==> src/rtl/vpfx_pkg.sv <==
package vpfx_pkg;

    localparam int LANES   = 4;
    localparam int ELEM_W  = 32;
    localparam int VEC_W   = LANES * ELEM_W;
    localparam int PFX_W   = 20;
    localparam int SIZE_W  = $clog2(LANES);
    localparam int SEL_LSB = 24;

    localparam logic [PFX_W-1:0] PFX_NEUTRAL_SRC = 20'h000E4;
    localparam logic [PFX_W-1:0] PFX_NEUTRAL_DST = 20'h00000;

    // field offsets inside a source prefix
    localparam int ABS_OFS   = 8;
    localparam int CONST_OFS = 12;
    localparam int NEG_OFS   = 16;

    typedef enum logic [1:0] {
        PSEL_A   = 2'd0,
        PSEL_B   = 2'd1,
        PSEL_DST = 2'd2,
        PSEL_BAD = 2'd3
    } pfx_sel_e;

    typedef struct packed {
        logic [PFX_W-1:0] a;
        logic [PFX_W-1:0] b;
        logic [PFX_W-1:0] dst;
    } pfx_bank_t;

    typedef struct packed {
        logic             valid;
        logic             ident_a;
        logic             ident_b;
        logic [VEC_W-1:0] res_a;
        logic [VEC_W-1:0] res_b;
    } out_stage_t;

    function automatic logic [ELEM_W-1:0] const_word(input logic [2:0] k);
        logic [ELEM_W-1:0] w;
        case (k)
            3'd0:    w = 32'h0000_0000;
            3'd1:    w = 32'h3F80_0000;
            3'd2:    w = 32'h4000_0000;
            3'd3:    w = 32'h3F00_0000;
            3'd4:    w = 32'h4040_0000;
            3'd5:    w = 32'h3EAA_AAAB;
            3'd6:    w = 32'h3E80_0000;
            default: w = 32'h3E2A_AAAB;
        endcase
        return w;
    endfunction

endpackage

==> src/rtl/vpfx_regs.sv <==
module vpfx_regs
    import vpfx_pkg::*;
(
    input  logic             clk,
    input  logic             rst_n,
    input  logic             set_valid,
    input  logic [1:0]       set_sel,
    input  logic [PFX_W-1:0] set_data,
    input  logic             consume,
    output logic [PFX_W-1:0] pfx_a,
    output logic [PFX_W-1:0] pfx_b,
    output logic [PFX_W-1:0] pfx_dst
);

    pfx_bank_t bank_d, bank_q;

    always_comb begin
        bank_d = bank_q;
        if (consume) begin
            bank_d.a   = PFX_NEUTRAL_SRC;
            bank_d.b   = PFX_NEUTRAL_SRC;
            bank_d.dst = PFX_NEUTRAL_DST;
        end
        if (set_valid) begin
            case (pfx_sel_e'(set_sel))
                PSEL_A:   bank_d.a   = set_data;
                PSEL_B:   bank_d.b   = set_data;
                PSEL_DST: bank_d.dst = set_data;
                default:  ;
            endcase
        end
    end

    always_ff @(posedge clk) begin
        if (!rst_n) begin
            bank_q.a   <= PFX_NEUTRAL_SRC;
            bank_q.b   <= PFX_NEUTRAL_SRC;
            bank_q.dst <= PFX_NEUTRAL_DST;
        end else begin
            bank_q <= bank_d;
        end
    end

    assign pfx_a   = bank_q.a;
    assign pfx_b   = bank_q.b;
    assign pfx_dst = bank_q.dst;

endmodule

==> src/rtl/vpfx_lane.sv <==
module vpfx_lane
    import vpfx_pkg::*;
#(
    parameter int LANE_IDX = 0
) (
    input  logic [1:0]        swz,
    input  logic              abs_f,
    input  logic              const_f,
    input  logic              neg_f,
    input  logic [SIZE_W-1:0] size,
    input  logic [VEC_W-1:0]  src,
    output logic [ELEM_W-1:0] lane_out
);

    localparam logic [SIZE_W-1:0] MY_IDX = LANE_IDX[SIZE_W-1:0];
    localparam int                SGN    = ELEM_W - 1;

    logic              active;
    logic [1:0]        pick;
    logic [ELEM_W-1:0] picked;
    logic [ELEM_W-1:0] shaped;

    always_comb begin
        active = (MY_IDX <= size);
        pick   = (swz <= size) ? swz : 2'd0;
        picked = src[pick*ELEM_W +: ELEM_W];

        if (const_f) begin
            shaped = const_word({abs_f, swz});
        end else begin
            shaped = picked;
            if (abs_f)
                shaped[SGN] = 1'b0;
        end
        if (neg_f)
            shaped[SGN] = ~shaped[SGN];

        lane_out = active ? shaped : src[LANE_IDX*ELEM_W +: ELEM_W];
    end

endmodule

==> src/rtl/vpfx_xform.sv <==
module vpfx_xform
    import vpfx_pkg::*;
(
    input  logic [PFX_W-1:0]  prefix,
    input  logic [SIZE_W-1:0] size,
    input  logic [VEC_W-1:0]  src,
    output logic [VEC_W-1:0]  dst,
    output logic              neutral
);

    assign neutral = (prefix == PFX_NEUTRAL_SRC);

    for (genvar g = 0; g < LANES; g++) begin : g_lane
        vpfx_lane #(.LANE_IDX(g)) u_lane (
            .swz      (prefix[2*g +: 2]),
            .abs_f    (prefix[ABS_OFS + g]),
            .const_f  (prefix[CONST_OFS + g]),
            .neg_f    (prefix[NEG_OFS + g]),
            .size     (size),
            .src      (src),
            .lane_out (dst[g*ELEM_W +: ELEM_W])
        );
    end

endmodule

==> src/rtl/vpfx_unit.sv <==
module vpfx_unit
    import vpfx_pkg::*;
(
    input  logic                 clk,
    input  logic                 rst_n,
    input  logic                 set_valid_i,
    input  logic [31:0]          set_word_i,
    input  logic                 op_valid_i,
    input  logic [SIZE_W-1:0]    op_size_i,
    input  logic [VEC_W-1:0]     src_a_i,
    input  logic [VEC_W-1:0]     src_b_i,
    output logic                 out_valid_o,
    output logic [VEC_W-1:0]     res_a_o,
    output logic [VEC_W-1:0]     res_b_o,
    output logic                 ident_a_o,
    output logic                 ident_b_o,
    output logic [PFX_W-1:0]     pfx_d_o
);

    logic [PFX_W-1:0] pfx_a, pfx_b;
    logic [VEC_W-1:0] xa, xb;
    logic             na, nb;
    logic             unused_cmd_bits;

    assign unused_cmd_bits = ^{set_word_i[31:SEL_LSB+2], set_word_i[SEL_LSB-1:PFX_W]};

    vpfx_regs u_regs (
        .clk       (clk),
        .rst_n     (rst_n),
        .set_valid (set_valid_i),
        .set_sel   (set_word_i[SEL_LSB +: 2]),
        .set_data  (set_word_i[PFX_W-1:0]),
        .consume   (op_valid_i),
        .pfx_a     (pfx_a),
        .pfx_b     (pfx_b),
        .pfx_dst   (pfx_d_o)
    );

    vpfx_xform u_xa (
        .prefix  (pfx_a),
        .size    (op_size_i),
        .src     (src_a_i),
        .dst     (xa),
        .neutral (na)
    );

    vpfx_xform u_xb (
        .prefix  (pfx_b),
        .size    (op_size_i),
        .src     (src_b_i),
        .dst     (xb),
        .neutral (nb)
    );

    out_stage_t out_d, out_q;

    always_comb begin
        out_d       = out_q;
        out_d.valid = op_valid_i;
        if (op_valid_i) begin
            out_d.res_a   = xa;
            out_d.res_b   = xb;
            out_d.ident_a = na;
            out_d.ident_b = nb;
        end
    end

    always_ff @(posedge clk) begin
        if (!rst_n) begin
            out_q <= '0;
        end else begin
            out_q <= out_d;
        end
    end

    assign out_valid_o = out_q.valid;
    assign res_a_o     = out_q.res_a;
    assign res_b_o     = out_q.res_b;
    assign ident_a_o   = out_q.ident_a;
    assign ident_b_o   = out_q.ident_b;

endmodule

==> config.mk <==
export PLATFORM = sky130hd
export DESIGN_NAME = vpfx_unit
export DESIGN_NICKNAME = d
export VERILOG_FILES = /design/src/rtl/vpfx_pkg.sv /design/src/rtl/vpfx_regs.sv /design/src/rtl/vpfx_lane.sv /design/src/rtl/vpfx_xform.sv /design/src/rtl/vpfx_unit.sv
export SDC_FILE = /design/constraint.sdc
export NUM_CORES = 1
export LEC_CHECK = 0
export ABC_AREA = 0
export BUFFER_PORTS_ARGS = -buffer_cell sky130_fd_sc_hd__buf_2
export CAP_MARGIN = 10
export CORE_AREA = 2 2 220 222
export CTS_BUF_LIST = sky130_fd_sc_hd__clkbuf_8
export DETAILED_ROUTE_END_ITERATION = 7
export DIE_AREA = 0 0 222 224
export PLACE_DENSITY = 0.71
export SETUP_SLACK_MARGIN = 0.2
export SYNTH_ARGS = -nofsm -noshare
export SYNTH_HDL_FRONTEND = slang
export SYNTH_SLANG_ARGS = --single-unit
==> constraint.sdc <==
create_clock -name clk -period 3.6 [get_ports clk]
set_input_delay 0.54 -clock clk [delete_from_list [all_inputs] [get_ports clk]]
set_output_delay 0.54 -clock clk [all_outputs]
set_load 0.03 [all_outputs]
# Yosys cells after proc, flatten, opt, wreduce, memory -nomap -nowiden
# Index checks and enable logic that the tools add are counted.
[totals]
elab_cells = 150
latchBits = 0
inputBits = 294
memories = 0
mem_bits_ro = 0
ram_bits = 0
output_inout_bits = 279
register_bits = 319
[op_classes]
multipliers = 0
n_div = 0
n_reduce_logical = 9
n_eq_ne = 52
n_bitwise = 8
mux = 53
shift = 8
magnitude_cmp = 12
addsub = 0
[ops]
columns = ["operator", "count"]
rows = [
  ["$pmux W31 S7", 8],
  ["$shiftx A128 B8 Y32", 8],
  ["$mux W32", 16],
  ["$mux W60", 2],
  ["$eq A3 B3 Y1 const B", 24],
  ["$mux W20", 3],
  ["$eq A3 B2 Y1 const B", 16],
  ["$eq A20 B8 Y1 const B", 2],
  ["$eq A3 B1 Y1 const B", 8],
  ["$logic_not A3 Y1", 8],
  ["$le A2 B2 Y1", 8],
  ["$mux W1", 16],
  ["$mux W2", 8],
  ["$not A1 Y1", 8],
  ["$le A1 B2 Y1 const A", 2],
  ["$le A2 B2 Y1 const A", 2],
  ["$eq A2 B1 Y1 const B", 1],
  ["$eq A2 B2 Y1 const B", 1],
  ["$logic_not A2 Y1", 1],
]

# Depth between registers and ports, before layout
[logic_depth]
ltp_word = 8
mapped_depth = 12
ltp_nobuf = 8

# Cells and area by module
# From an unflattened synthesis, not the netlist that was laid out.
[hier_totals]
cells_unflattened = 2858
area_unflattened_um2 = 24997.7
[modules_own_cells]
columns = ["mod", "cells_each", "area_per_inst_um2", "seq_area_each_um2", "instances"]
rows = [
  ["vpfx_unit", 834, 9854.5, 5185.0, 1],
  ["vpfx_lane (u_xa.g_lane[2].u_lane ...)", 237, 1699.1, 0.0, 2],
  ["vpfx_lane (u_xa.g_lane[0].u_lane ...)", 192, 1462.7, 0.0, 2],
  ["vpfx_regs", 228, 2493.6, 1201.2, 1],
  ["vpfx_lane (u_xb.g_lane[1].u_lane)", 227, 1589.0, 0.0, 1],
  ["vpfx_lane (u_xa.g_lane[1].u_lane)", 227, 1577.8, 0.0, 1],
  ["vpfx_lane (u_xb.g_lane[3].u_lane)", 243, 1557.7, 0.0, 1],
  ["vpfx_lane (u_xa.g_lane[3].u_lane)", 227, 1496.4, 0.0, 1],
  ["vpfx_xform", 7, 52.6, 0.0, 2],
]

# Least setup slack after synthesis
# Ideal clock, no wire load.
[synth_path]
path_kind = "input-to-reg"
start = "input op_size_i[1]"
end = "register out_q (netlist bit res_a_o[126])"
path_stages = 12
setup_time_ns = 0.128
n_path_buf = 4
slack_ns = 0.455
arrival_time_ns = 3.018
required_time_ns = 3.472
path_cell_list = "clkinv_1 clkbuf_1 clkbuf_1 ha_1 nor2b_2 o21ai_4 and2_1 buf_2 buf_4 mux2_1 o221ai_1 a21oi_1"
[synth_between]
elab_chain_cells = 5
[synth_lines]
columns = ["element", "line", "rtl"]
rows = [
  ["start, declared", "vpfx_unit.sv:9", "input logic [SIZE_W-1:0] op_size_i,"],
  ["$le A2 B2 Y1", "vpfx_lane.sv:25", "pick = (swz <= size) ? swz : 2'd0;"],
  ["$mux W2", "vpfx_lane.sv:25", ""],
  ["$shiftx A128 B8 Y32", "vpfx_lane.sv:26", "picked = src[pick*ELEM_W +: ELEM_W];"],
  ["$mux W32", "vpfx_lane.sv:28", "if (const_f) begin"],
  ["$mux W32 *", "vpfx_lane.sv:38", "lane_out = active ? shaped : src[LANE_IDX*ELEM_W +: ELEM_W];"],
  ["end signal, assigned", "vpfx_unit.sv:72", "out_q <= out_d;"],
  ["end, declared", "vpfx_unit.sv:55", "out_stage_t out_d, out_q;"],
]
# Mark *: on every way between the ends. The rest lies on a longest branch, timed or not.
# A chain may end at the register's enable or synchronous reset.

# Worst setup path after layout
[layout_path]
start = "register u_regs.bank_q (netlist bit u_regs.pfx_a[6])"
end = "register out_q (netlist bit res_a_o[98])"
[layout_between]
elab_chain_cells = 5
[layout_lines]
columns = ["element", "line", "rtl"]
rows = [
  ["start, declared", "vpfx_regs.sv:15", "pfx_bank_t bank_d, bank_q;"],
  ["start signal, assigned", "vpfx_regs.sv:40", "bank_q <= bank_d;"],
  ["$le A2 B2 Y1", "vpfx_lane.sv:25", ""],
  ["$mux W2 *", "vpfx_lane.sv:25", ""],
  ["$shiftx A128 B8 Y32 *", "vpfx_lane.sv:26", ""],
  ["$mux W32 *", "vpfx_lane.sv:28", ""],
  ["$mux W32 *", "vpfx_lane.sv:38", ""],
]
# Marked as above.

==> results.sh <==
export IMPL_pwr_share_clk_pct=35.2
export IMPL_insertion_delay_ps=720
export IMPL_worst_path_dominant_cell_family="simple AND/OR/NAND/NOR gates"
export IMPL_max_slew_worst_pin_slew_ps=1150
export IMPL_maxSlewHeadroom_pct=23.6
export IMPL_seqPwrFrac_pct=36.0
export IMPL_final_critical_path_setup_slack_ps=657
export IMPL_floorplan_die_width_um=222
export IMPL_dp_hpwl_um=73500
export IMPL_worstReg2RegEnd="res_a_o[98]$_SDFFE_PN0P_"
export IMPL_postSynth_topFlopCell="sky130_fd_sc_hd__dfxtp_1"
export IMPL_cap_viol_max_count=0
export IMPL_grt_start_max_net_pins=197
export IMPL_h_tree_depth=2
export IMPL_post_synth_arst_share_pct=0
export IMPL_finalWorstPathRequiredPeriod_ps=2940
export IMPL_fin_tns_setup_ps=0
export IMPL_worst_endpoint_arrival_ps=3500
export IMPL_hold_violations=0
export IMPL_coreArea_mm2=0.0473
export IMPL_clock_path_buffers=3
export IMPL_final_common_cell="sky130_fd_sc_hd__buf_2"
export IMPL_post_cts_hold_buffer_count=0
export IMPL_synth_area_leader_cell="sky130_fd_sc_hd__dfxtp_1"
export IMPL_hold_path_startpoint="src_b_i[37]"
export IMPL_sequential_to_total_area_share_from_yosys_stat_pct=29.1
export IMPL_cell_internal_pwr_mw=6.91
export IMPL_final_antenna_net_count=0
export IMPL_synth_area_top_cells="sky130_fd_sc_hd__dfxtp_1, sky130_fd_sc_hd__a21oi_1, sky130_fd_sc_hd__o21ai_0, sky130_fd_sc_hd__mux2i_1, sky130_fd_sc_hd__o221ai_1"
export IMPL_synthDistinctLibCells=76
export IMPL_clk_transition_reported_paths_ps=70
export IMPL_power_density_mw_per_mm2=418
export IMPL_drive_gt1_share_pct=25.9
export IMPL_finish_stage_setup_viols=0
export IMPL_groute_usage_overall_pct=41.7
export IMPL_drv_slew=0
export IMPL_final_instance_count_excl_fill=3950
export IMPL_cts_resized_gates=0
export IMPL_global_route_wire_length_before_repair_um=160000
export IMPL_cts_inserted_buffers=60
export IMPL_drc=0
export IMPL_fin_skew_ps=57.9
export IMPL_syn_avg_cell_area_um2=7.69
export IMPL_hold_path_class="in -> reg"
export IMPL_net_switching_power_mw=4.09
export IMPL_cts_tree="yes"
export IMPL_combined_buffer_and_inverter_count_along_the_critical_path=3
export IMPL_post_place_ws_ps=337
export IMPL_part_of_the_power_in_combinational_logic_pct=28.8
export IMPL_synth_enable_flop_cells=0
export IMPL_placed_cells_incl_taps=3818
export IMPL_yosysWarningCount=0
export IMPL_worstSetupStartpointType="flip-flop"
export IMPL_port_buffers=562
export IMPL_fin_crit_sh_pct=81.8
export IMPL_worst_path_max_fanout=32
export IMPL_die_height_um=224
export IMPL_synth_net_count=3160
export IMPL_p_leak_nw=11.4
export IMPL_crit_path_max_incr_delay_ps=640
export IMPL_max_clock_freq_mhz=340
export IMPL_via_cell_ratio=6.87
export IMPL_synth_top_area_share_pct=29.1
export IMPL_design_die_area_mm2=0.0497
export IMPL_place_congestion=0.959
export IMPL_vdd_drop_max_uv=267
export IMPL_critical_path_required_ps=4160
export IMPL_drt_wirelength_per_cell_um=27.7
export IMPL_dr_vias=27100
export IMPL_routed_wire_length_um=109000
export IMPL_timing_hold_worst_path_depth=3
export IMPL_switching_share_pct=37.2
export IMPL_area_added_between_synthesis_and_finish_pct=20.1
export IMPL_overflow_left_after_global_routing=0
export IMPL_cts_setup_buffers=0
export IMPL_cts_root_buffer_cell="sky130_fd_sc_hd__clkbuf_8"
export IMPL_synth_area_mm2=0.0219
export IMPL_finalPower_mw=11.0
export IMPL_critical_path_most_common_cell="sky130_fd_sc_hd__buf_4"
export IMPL_initial_standard_cell_utilization_of_the_core_pct=46.3
export IMPL_timing_reg2reg_setup_slack_ps=660
export IMPL_ys_seq_elements=319
export IMPL_cpMaxStageDelayCell="sky130_fd_sc_hd__dfxtp_1"
export IMPL_worst_setup_path_type="reg -> reg"
export IMPL_utilization_pct=55.6
export IMPL_most_common_layout_cells="sky130_fd_sc_hd__buf_2, sky130_fd_sc_hd__a21oi_1, sky130_fd_sc_hd__dfxtp_1"
export IMPL_status="complete, no violations"
export IMPL_synthCells=2850
export IMPL_antenna_found_initial=33
export IMPL_clock_sinks=319
export IMPL_drt_first_iter_violations=3706
export IMPL_ioPinCount=573
export IMPL_timing_hold_worst_endpoint="res_b_o[37]$_SDFFE_PN0P_"
export IMPL_launching_point_of_the_worst_reg2reg_path="u_regs.pfx_a[6]$_SDFF_PN1_"
export IMPL_critical_path_endpoint_type="flip-flop"
export IMPL_rsz0062_at_grt="false"
export IMPL_floorplan_rows=80
export IMPL_finalNetCount=3576
export IMPL_vias_in_the_first_global_route=25200
export IMPL_worstPathCellList="inv_1 -> buf_4 -> ha_1 -> nand2_1 -> o21ai_4 -> and2_1 -> buf_4 -> nor2_2 -> nand3_1 -> and3_1"
export IMPL_worst_r2r_path_depth=10
export IMPL_drt_pass1_iter_count=7
-- cell families (layout without fill, tap and decap cells) --
group	after synthesis	in the layout	synth area share, %
fa+ha+maj	16	16	0.913
mux	186	186	8.86
buf+inv	354	815	7.08
flops	319	319	29.1
xor+xnor	13	13	0.519
compound gates	1254	1254	37.5
simple gates	708	708	16.0
other cells	0	24	0
-- power groups by stage --
| stage | combinational, mW | clock [mW] | sequential [mW] |
|---|---|---|---|
| 4_1_cts | 3.08 | 3.89 | 3.96 |
| 3_3_place_gp | 3.01 | 0 | 4.02 |
| 5_1_grt | 3.32 | 4.04 | 3.98 |
| 3_5_place_dp | 3.07 | 0 | 4.03 |
| 2_1_floorplan | 1.44 | 0 | 4.45 |
| 6_report | 3.16 | 3.87 | 3.97 |
-- metrics by stage --
step	hold WS, ps	cell area [um2]
2_1_floorplan	529	21900
3_3_place_gp	430	25000
3_5_place_dp	438	25000
4_1_cts	101	26300
5_1_grt	142	26300
6_report	130	26300
-- layout make-up --
class | instances | area, um2
tap | 615 | 769
antenna | 24 | 60.1
multi-input combinational | 2177 | 14000
sequential | 319 | 6390
fill | 4496 | 21000
clock inverter | 27 | 166
clock buffer | 80 | 1100
inverter | 53 | 201
timing repair buffer | 655 | 3620
-- synth_stat cells (all sizes together) (4+ instances only) --
cell and number:
ha 16, mux2i 121, a21boi 21, o211ai 13, a31o 10, a2111oi 12
a221oi 52, and3 77, o221ai 113, nand2b 9, mux2 65, buf 113
o31ai 20, a21o 13, nor3 27, or3 4, o22ai 59, o21ai 284
a41oi 4, a211o 38, nand3 66, nor2 130, nand2 236, a311o 28
nor2b 83, a22oi 29, inv 51, nor3b 25, xor2 10, o21a 27
a21oi 334, dfxtp 319, clkbuf 188, and2 29, or2 4, nor4 7
a22o 14, a211oi 85, a32o 11, a31oi 73
-- registers in the layout, indices dropped and copies added (netlist names) --
signal          flops
u_regs.pfx_a       20
ident_b_o           1
u_regs.pfx_dst     20
ident_a_o           1
res_b_o           128
u_regs.pfx_b       20
out_valid_o         1
res_a_o           128
-- worst min-delay path, cell delays in order --
cell and delay [ps]:
sky130_fd_sc_hd__buf_2 130, sky130_fd_sc_hd__nand2_1 60, sky130_fd_sc_hd__a31oi_1 70
-- worst max path at each step --
stage	from	end	slack, ps	depth (start not counted)
2_1_floorplan	op_size_i[1]	res_a_o[126]$_SDFFE_PN0P_	450	12
3_3_place_gp	op_size_i[1]	res_b_o[73]$_SDFFE_PN0P_	410	9
3_5_place_dp	op_size_i[1]	res_b_o[83]$_SDFFE_PN0P_	340	9
4_1_cts	u_regs.pfx_a[6]$_SDFF_PN1_	res_a_o[98]$_SDFFE_PN0P_	680	10
5_1_grt	u_regs.pfx_a[6]$_SDFF_PN1_	res_a_o[98]$_SDFFE_PN0P_	530	10
6_report	u_regs.pfx_a[6]$_SDFF_PN1_	res_a_o[98]$_SDFFE_PN0P_	660	10
-- per-layer routing --
layer / vias up / GRT usage [%] / routed length [um]
met5: - / 0 / 152
met2: 2082 / 66.5 / 48900
met4: 24 / 24.1 / 7000
met1: 12900 / 50.5 / 40200
met3: 486 / 11.4 / 12900
li1: 11700 / - / -
(Power assumes the default switching activity.)
